--- config.mk ---
export PLATFORM = sky130hd
export DESIGN_NAME = cof_trace_ctl
export DESIGN_NICKNAME = d
export VERILOG_FILES = /design/src/rtl/cof_trace_pkg.sv /design/src/rtl/cof_ctl_reg.sv /design/src/rtl/cof_loop_filter.sv /design/src/rtl/cof_fill_ctr.sv /design/src/rtl/cof_trace_ctl.sv
export SDC_FILE = /design/constraint.sdc
export NUM_CORES = 1
export LEC_CHECK = 0
export BUFFER_PORTS_ARGS = -buffer_cell sky130_fd_sc_hd__buf_2
export CORE_AREA = 2 2 70 72
export CTS_CLUSTER_SIZE = 24
export DETAILED_ROUTE_END_ITERATION = 8
export DIE_AREA = 0 0 72 74
export GPL_ROUTABILITY_DRIVEN = 0
export PLACE_DENSITY = 0.86
export SLEW_MARGIN = 20
export SYNTH_ARGS = -nofsm -noshare
export SYNTH_HDL_FRONTEND = slang
export SYNTH_HIERARCHICAL = 1
export SYNTH_SLANG_ARGS = --single-unit
--- constraint.sdc ---
create_clock -name clk -period 3.48 [get_ports clk]
set_input_delay 0.696 -clock clk [delete_from_list [all_inputs] [get_ports clk]]
set_output_delay 0.696 -clock clk [all_outputs]
set_load 0.01 [all_outputs]
--- src/rtl/cof_trace_pkg.sv ---
package cof_trace_pkg;

  localparam int unsigned CTL_W    = 8;
  localparam int unsigned BIT_EN   = 7;
  localparam int unsigned BIT_ARM  = 6;
  localparam int unsigned BIT_TAG  = 5;
  localparam int unsigned BIT_BRK  = 4;
  localparam int unsigned BIT_LOOP = 0;

  typedef struct packed {
    logic en;
    logic arm;
    logic tag;
    logic brk;
    logic loop;
  } ctl_t;

  function automatic logic [CTL_W-1:0] ctl_pack(input ctl_t c);
    logic [CTL_W-1:0] b;
    b           = '0;
    b[BIT_EN]   = c.en;
    b[BIT_ARM]  = c.arm;
    b[BIT_TAG]  = c.tag;
    b[BIT_BRK]  = c.brk;
    b[BIT_LOOP] = c.loop;
    return b;
  endfunction

  function automatic ctl_t ctl_unpack(input logic [CTL_W-1:0] b);
    ctl_t c;
    c.en   = b[BIT_EN];
    c.arm  = b[BIT_ARM];
    c.tag  = b[BIT_TAG];
    c.brk  = b[BIT_BRK];
    c.loop = b[BIT_LOOP];
    return c;
  endfunction

endpackage

--- src/rtl/cof_ctl_reg.sv ---
module cof_ctl_reg
  import cof_trace_pkg::*;
(
  input  logic             clk,
  input  logic             rst_n,
  input  logic             wr_i,
  input  logic [CTL_W-1:0] wdata_i,
  input  logic             secure_i,
  input  logic             soft_rst_i,
  input  logic             begin_trig_i,
  input  logic             run_end_i,
  output ctl_t             ctl_o,
  output logic             arm_rise_o,
  output logic             hard_clr_o,
  output logic [CTL_W-1:0] rdata_o
);

  ctl_t ctl_q, ctl_d;
  logic ctl_ld;
  logic keep_run;

  assign keep_run = ctl_q.en && !begin_trig_i;

  always_comb begin
    ctl_d = ctl_q;
    if (soft_rst_i) begin
      if (keep_run) begin
        ctl_d.arm = 1'b0;
        ctl_d.brk = 1'b0;
      end else begin
        ctl_d = '0;
      end
    end else begin
      if (wr_i)      ctl_d     = ctl_unpack(wdata_i);
      if (run_end_i) ctl_d.arm = 1'b0;
    end
    if (secure_i) ctl_d.en = 1'b0;
  end

  assign ctl_ld     = soft_rst_i || wr_i || run_end_i || secure_i;
  assign arm_rise_o = !soft_rst_i && wr_i && wdata_i[BIT_ARM] && !ctl_q.arm;
  assign hard_clr_o = soft_rst_i && !keep_run;

  always_ff @(posedge clk or negedge rst_n) begin
    if (!rst_n)      ctl_q <= '0;
    else if (ctl_ld) ctl_q <= ctl_d;
  end

  assign ctl_o   = ctl_q;
  assign rdata_o = ctl_pack(ctl_q);

endmodule

--- src/rtl/cof_loop_filter.sv ---
module cof_loop_filter #(
  parameter int unsigned ADDR_W = 16
) (
  input  logic              clk,
  input  logic              rst_n,
  input  logic              clr_i,
  input  logic              qual_i,
  input  logic              loop_i,
  input  logic [ADDR_W-1:0] addr_i,
  output logic              store_o,
  output logic              cmatch_o
);

  logic [ADDR_W-1:0] cmp_q;
  logic              cmp_vld_q, cmp_vld_d;
  logic              hit, load;

  assign hit      = cmp_vld_q && (addr_i == cmp_q);
  assign store_o  = qual_i && !(loop_i && hit);
  assign cmatch_o = qual_i && !loop_i && hit;
  assign load     = qual_i && loop_i && !hit;

  always_comb begin
    cmp_vld_d = cmp_vld_q;
    if (clr_i)     cmp_vld_d = 1'b0;
    else if (load) cmp_vld_d = 1'b1;
  end

  always_ff @(posedge clk or negedge rst_n) begin
    if (!rst_n) cmp_vld_q <= 1'b0;
    else        cmp_vld_q <= cmp_vld_d;
  end

  always_ff @(posedge clk or negedge rst_n) begin
    if (!rst_n)    cmp_q <= '0;
    else if (load) cmp_q <= addr_i;
  end

endmodule

--- src/rtl/cof_fill_ctr.sv ---
module cof_fill_ctr #(
  parameter int unsigned DEPTH = 8,
  parameter int unsigned ENT_W = 17,
  localparam int unsigned CNT_W = $clog2(DEPTH + 1)
) (
  input  logic             clk,
  input  logic             rst_n,
  input  logic             clr_i,
  input  logic             store_i,
  input  logic [ENT_W-1:0] entry_i,
  input  logic             brken_i,
  input  logic             tag_i,
  input  logic             cmatch_i,
  output logic             run_end_o,
  output logic             fifo_wr_o,
  output logic [ENT_W-1:0] fifo_wdata_o,
  output logic [CNT_W-1:0] cnt_o,
  output logic             brk_req_o,
  output logic             brk_tag_o
);

  localparam logic [CNT_W-1:0] CNT_FULL = CNT_W'(DEPTH);
  localparam logic [CNT_W-1:0] CNT_LAST = CNT_W'(DEPTH - 1);

  logic [CNT_W-1:0] cnt_q, cnt_d;
  logic             accept, full;
  logic             wr_q, brk_q, brk_d, tag_q;
  logic [ENT_W-1:0] data_q;

  assign full      = (cnt_q == CNT_FULL);
  assign accept    = store_i && !full && !clr_i;
  assign run_end_o = accept && (cnt_q == CNT_LAST);
  assign brk_d     = brken_i && (run_end_o || (cmatch_i && accept));

  always_comb begin
    cnt_d = cnt_q;
    if (clr_i)       cnt_d = '0;
    else if (accept) cnt_d = cnt_q + 1'b1;
  end

  always_ff @(posedge clk or negedge rst_n) begin
    if (!rst_n) begin
      cnt_q <= '0;
      wr_q  <= 1'b0;
      brk_q <= 1'b0;
    end else begin
      cnt_q <= cnt_d;
      wr_q  <= accept;
      brk_q <= brk_d;
    end
  end

  always_ff @(posedge clk or negedge rst_n) begin
    if (!rst_n)      data_q <= '0;
    else if (accept) data_q <= entry_i;
  end

  always_ff @(posedge clk or negedge rst_n) begin
    if (!rst_n)     tag_q <= 1'b0;
    else if (brk_d) tag_q <= tag_i;
  end

  assign cnt_o        = cnt_q;
  assign fifo_wr_o    = wr_q;
  assign fifo_wdata_o = data_q;
  assign brk_req_o    = brk_q;
  assign brk_tag_o    = tag_q;

endmodule

--- src/rtl/cof_trace_ctl.sv ---
module cof_trace_ctl
  import cof_trace_pkg::*;
#(
  parameter int unsigned ADDR_W = 16,
  parameter int unsigned DEPTH  = 8,
  localparam int unsigned ENT_W = ADDR_W + 1,
  localparam int unsigned CNT_W = $clog2(DEPTH + 1)
) (
  input  logic              clk,
  input  logic              rst_n,
  input  logic              reg_wr_i,
  input  logic [7:0]        reg_wdata_i,
  output logic [7:0]        reg_rdata_o,
  input  logic              secure_i,
  input  logic              soft_rst_i,
  input  logic              begin_trig_i,
  input  logic              event_only_i,
  input  logic              cof_valid_i,
  input  logic [ADDR_W-1:0] cof_addr_i,
  input  logic              cof_prog_i,
  output logic              fifo_wr_o,
  output logic [ENT_W-1:0]  fifo_wdata_o,
  output logic [CNT_W-1:0]  fifo_cnt_o,
  output logic              brk_req_o,
  output logic              brk_tag_o
);

  ctl_t ctl;
  logic arm_rise, hard_clr, run_end;
  logic qual, loop_eff, store, cmatch;

  assign qual     = cof_valid_i && ctl.en && ctl.arm && !soft_rst_i;
  assign loop_eff = ctl.loop && !event_only_i;

  cof_ctl_reg u_ctl (
    .clk          (clk),
    .rst_n        (rst_n),
    .wr_i         (reg_wr_i),
    .wdata_i      (reg_wdata_i),
    .secure_i     (secure_i),
    .soft_rst_i   (soft_rst_i),
    .begin_trig_i (begin_trig_i),
    .run_end_i    (run_end),
    .ctl_o        (ctl),
    .arm_rise_o   (arm_rise),
    .hard_clr_o   (hard_clr),
    .rdata_o      (reg_rdata_o)
  );

  cof_loop_filter #(.ADDR_W(ADDR_W)) u_loop (
    .clk      (clk),
    .rst_n    (rst_n),
    .clr_i    (hard_clr),
    .qual_i   (qual),
    .loop_i   (loop_eff),
    .addr_i   (cof_addr_i),
    .store_o  (store),
    .cmatch_o (cmatch)
  );

  cof_fill_ctr #(.DEPTH(DEPTH), .ENT_W(ENT_W)) u_fill (
    .clk          (clk),
    .rst_n        (rst_n),
    .clr_i        (hard_clr || arm_rise),
    .store_i      (store),
    .entry_i      ({cof_prog_i, cof_addr_i}),
    .brken_i      (ctl.brk),
    .tag_i        (ctl.tag),
    .cmatch_i     (cmatch),
    .run_end_o    (run_end),
    .fifo_wr_o    (fifo_wr_o),
    .fifo_wdata_o (fifo_wdata_o),
    .cnt_o        (fifo_cnt_o),
    .brk_req_o    (brk_req_o),
    .brk_tag_o    (brk_tag_o)
  );

endmodule

* After elaboration in Yosys (flattened, before gate mapping)
Cells that the tools add are included.
Operators by class: multiplexer cells 9, reduce and logical (&&, ||, !) cells 45, equal/unequal tests 5, add/subtract/negate cells 1
Operators by type and width (number):
- logical AND 1 bit | 21
- equality test 16 bit | 1
- logical NOT 1 bit | 10
- two-way mux 5 bit | 2
- two-way mux 4 bit | 2
- AND reduction 3 bit | 2
- nonzero test 2 bit | 3
- nonzero test 3 bit | 2
- logical OR 1 bit | 5
- two-way mux 1 bit | 5
- adder 4 x 1 -> 4 bit (second input constant) | 1
- equality test 4 x 3 -> 1 bit (second input constant) | 1
- equality test 4 bit (second input constant) | 1
- AND reduction 2 bit | 2
- inequality test 3 bit (second input constant) | 1
- inequality test 2 bit (second input constant) | 1
Storage, ports and cells: input bits 33, register bits after elaboration 46, word-level logic and storage cells 72, output and inout port bits 32

* Longest topological paths before layout
depth in word-level cells 11, gate-level depth with buffers 9, depth with buffers taken out 8

* Modules after synthesis
Netlist, hierarchy kept.
Modules (own cells, without submodules):
- cof_fill_ctr | instances 1, cells an instance 70, area each 1061.0 um^2
- cof_loop_filter | instances 1, cells an instance 65, area each 882.1 um^2
- cof_ctl_reg | instances 1, cells an instance 32, area each 349.1 um^2
- cof_trace_ctl | instances 1, cells an instance 3, area each 22.5 um^2

* Worst setup path after synthesis
Ideal clock, no wire load.
kind input port to flip-flop, from in cof_addr_i[2], to reg u_fill.data_q[10] (netlist: u_fill/fifo_wdata_o[10]), library setup time 0.125 ns, setup slack 0.673 ns, data required time 3.355 ns, arrival 2.682 ns, stages 9, cell sequence xor2_1 nor4_1 nand2_1 or4b_1 o21a_1 and2b_4 nand2_8 buf_12 mux2_4
On the way: longest elaborated chain between the ends 7
RTL lines:
- from (decl) | line cof_trace_ctl.sv:19 | input logic [ADDR_W-1:0] cof_addr_i,
- equality test 16 bit | line cof_loop_filter.sv:18 | assign hit = cmp_vld_q && (addr_i == cmp_q);
- logical AND 1 bit | line cof_loop_filter.sv:18
- logical AND 1 bit | line cof_loop_filter.sv:19 | assign store_o = qual_i && !(loop_i && hit);
- logical NOT 1 bit | line cof_loop_filter.sv:19
- logical AND 1 bit | line cof_loop_filter.sv:19
- net store | line cof_trace_ctl.sv:30 | logic qual, loop_eff, store, cmatch;
- logical AND 1 bit (2 in series) | line cof_fill_ctr.sv:31 | assign accept = store_i && !full && !clr_i;
- to (signal assigned) | line cof_fill_ctr.sv:55 | else if (accept) data_q <= entry_i;
- to (decl) | line cof_fill_ctr.sv:28 | logic [ENT_W-1:0] data_q;
The timed path passes the listed nets, and every way through them passes these cells. A chain may end at the register's enable or synchronous reset.

* Worst setup path after layout
from in cof_addr_i[2], to reg u_fill.data_q[5] (netlist: u_fill/fifo_wdata_o[5])
Same word-level chain as after synthesis.

==> results_dict.tcl <==
set metrics [dict create \
    status "complete, no violations" \
    critPathKind "in -> reg" \
    design_area_um2 2660 \
    n_antenna_cell 0 \
    io_pins 65 \
    power_switching_mw 0.249 \
    cts_buffers 5 \
    port_buffers 58 \
    grt_usage_pct 16.5 \
    setup_viol 0 \
    synth_area_per_cell_um2 13.6 \
    ys_seq_elements 46 \
    root_buffer "clkbuf_8" \
    synth-seq-area-share_pct 49.7 \
    netlist_area_um2 2310 \
    cts_sinks 46 \
    die_area_um2 5330 \
    drive_gt1_share_pct 48.7 \
    clk_pin_slew_ns 0.08 \
    die_h_um 74 \
    synth-edff-count 0 \
    fmax_mhz 345 \
    num_rows 25 \
    slowest_delay_ns 0.57 \
    postSynthCellCount 170 \
    drt_iter0_drc 62 \
    layout_setup_ws_ns 0.584 \
    postLayoutCoreUtil_pct 57.9 \
    layout_min_cycle_time_ns 2.90 \
    post_cts_buffers 0 \
    viasPerCell 5.19 \
    totalWireLength_mm 4.02 \
    areaGrowthSynthToFinish_pct 14.9 \
    ys_types 41 \
    period_share_pct 83.2 \
    start_util_pct 50.3 \
    p_per_area_nw_per_um2 389 \
    fillers 378 \
    worst_setup_path_end_kind "flip-flop" \
    critPathMaxFanout 18 \
    maxSlewHeadroom_pct 47.3 \
    cpMaxStageDelayCell "or4b_1" \
    h-tree-depth 2 \
    final-seq-area_um2 1150 \
    worst_pin_slew_ns 0.790 \
    hold_viol 0 \
    overflow 0 \
    setup.worst_path.start_class "input port" \
    holdWs_ns 0.395 \
    critPathRequiredTime_ns 3.66 \
    drv_slew 0 \
    pre_cts_slack_ns 0.307 \
    routedWlPerCell_um 14.4 \
    finClkSkew_ns 0.00675 \
    clk_path_buf_depth 2 \
    cp.arrival_ns 3.08 \
    synth-async-reset-ratio_pct 100 \
    ir_drop_mv 0.224 \
    place_area_um2 2570 \
    drtPass1Iterations 4 \
    antenna_found_initial 0 \
    ys.warnings.count 6 \
    cts_resized 0 \
    synth_top_flop_cell "dfrtp_1" \
    fin_tns_setup_ns 0 \
    clock_power_share_pct 32.1 \
    core_um2 4600 \
    route.detailed.drc 0 \
    die_x_um 72 \
    crit_chain "buf_2 > xor2_1 > nor4_1 > nand2_1 > or4b_1 > o21a_1 > and2b_4 > nand2_8 > mux2_2" \
    ant_nets 0 \
    multi_input_comb_area_um2 1030 \
    tritoncts "yes" \
    grt_max_degree 47 \
    hpwl_mm 2.84 \
    clkLatencyLatePin_ns 0.29 \
    seq_power_share_pct 55.5 \
    power_leakage_nw 1.43 \
    final_nets 260 \
    max-cap-violations 0 \
    switching_share_pct 24.0 \
    intPower_mw 0.786 \
    worstHoldPathType "in -> async" \
    holdBufCountCts 0 \
    rsz0062_at_grt "false" \
    grt_pass1_wl_mm 6.63 \
    p_comb_share_pct 12.3 \
    grt_pass1_vias 1431 \
    vias 1453 \
]
==> worst paths after layout <==
check,from,cells past startpoint,to,slack (ns)
worst max-delay path,cof_addr_i[2],9,u_fill/fifo_wdata_o[5]$_DFFE_PN0P_,0.58
worst min-delay path,rst_n,1,u_fill/brk_req_o$_DFF_PN0_,0.40
worst max register to register,u_loop/cmp_q[2]$_DFFE_PN0P_,8,u_fill/fifo_wdata_o[5]$_DFFE_PN0P_,0.68
worst min register to register,u_fill/fifo_wdata_o[3]$_DFFE_PN0P_,1,u_fill/fifo_wdata_o[3]$_DFFE_PN0P_,0.51
max in group asynchronous,rst_n,1,u_fill/fifo_wdata_o[5]$_DFFE_PN0P_,2.70
min in group clk,u_fill/fifo_wdata_o[3]$_DFFE_PN0P_,1,u_fill/fifo_wdata_o[3]$_DFFE_PN0P_,0.51
==> metal layers <==
layer	wire length, µm	global-route usage (%)	up-vias
met5	0	0	-
li1	-	-	688
met3	184	5.15	4
met4	41	6.08	0
met1	1750	20.6	724
met2	2040	27.4	37
==> cell families after synthesis <==
family	Yosys count	share of synthesized area, %
other	1	0.162
buffers and inverters	19	6.05
DFF	46	49.7
adders and majority gates	2	1.08
muxes	38	21.4
xor gates and xnor gates	17	6.43
AOI/OAI and AO/OA	13	4.00
and+or+nand+nor	34	11.2
==> registers in the layout (all words and copies together), names as in the netlist <==
register,cells
u_fill/fifo_wdata_o,17
u_loop/cmp_q,16
u_ctl/ctl_o,5
u_fill/cnt_o,4
u_fill/brk_req_o,1
u_fill/brk_tag_o,1
u_fill/fifo_wr_o,1
u_loop/cmp_vld_q,1
==> metrics by stage <==
step | instances | power [mW]
6_report | 280 | 1.03
5_1_grt | 280 | 1.09
4_1_cts | 280 | 1.05
3_5_place_dp | 272 | 0.715
3_3_place_gp | 272 | 0.711
2_1_floorplan | 172 | 0.661
==> power groups by stage <==
stage                     Combinational [mW]  Clock, mW  Sequential (mW)
after global placement                 0.126          0            0.584
after CTS                              0.130      0.348            0.575
after detailed placement               0.129          0            0.586
after global routing                   0.142      0.372            0.578
after floorplan                       0.0671          0            0.594
final                                  0.128      0.332            0.575
==> critical path, delay by kind of cell <==
family / cells / cell delay (ns)
xor gates and xnor gates: 1 / 0.14
muxes: 1 / 0.35
buffers and inverters: 1 / 0.11
AOI/OAI and AO/OA: 1 / 0.26
and+or+nand+nor: 5 / 1.50
==> cell usage in the layout (no fill, tap or decap), drive strengths merged, types with 3 or more instances in the layout <==
master  count
mux2i       4
xnor2       5
inv         7
nor3        3
nand2       6
dfrtp      46
xor2       12
conb        3
o21ai       3
nor2        3
nand3       3
mux2       34
a21oi       4
buf        58
clkbuf      7
==> cells in the mapped netlist, types with 3 or more instances <==
library cell	instances	area (µm²)
dfrtp_1	46	1150
mux2_4	19	285
mux2_2	15	169
xor2_1	12	105
buf_4	8	60.1
inv_1	7	26.3
nand2_1	5	18.8
xnor2_1	5	43.8
a21oi_1	4	20.0
mux2i_1	4	40.0
buf_6	3	33.8
nand3_1	3	15.0
nor2_1	3	11.3
o21ai_0	3	15.0
==> layout make-up <==
type	count	share of cell area (%)
clock buffer	7	3.25
clock inverter	1	0.188
inverter	7	0.988
multi-input combinational	107	38.8
sequential	46	43.3
tap	54	2.54
timing repair buffer	58	11.0
No activity file was read; power rests on OpenSTA's default activity.
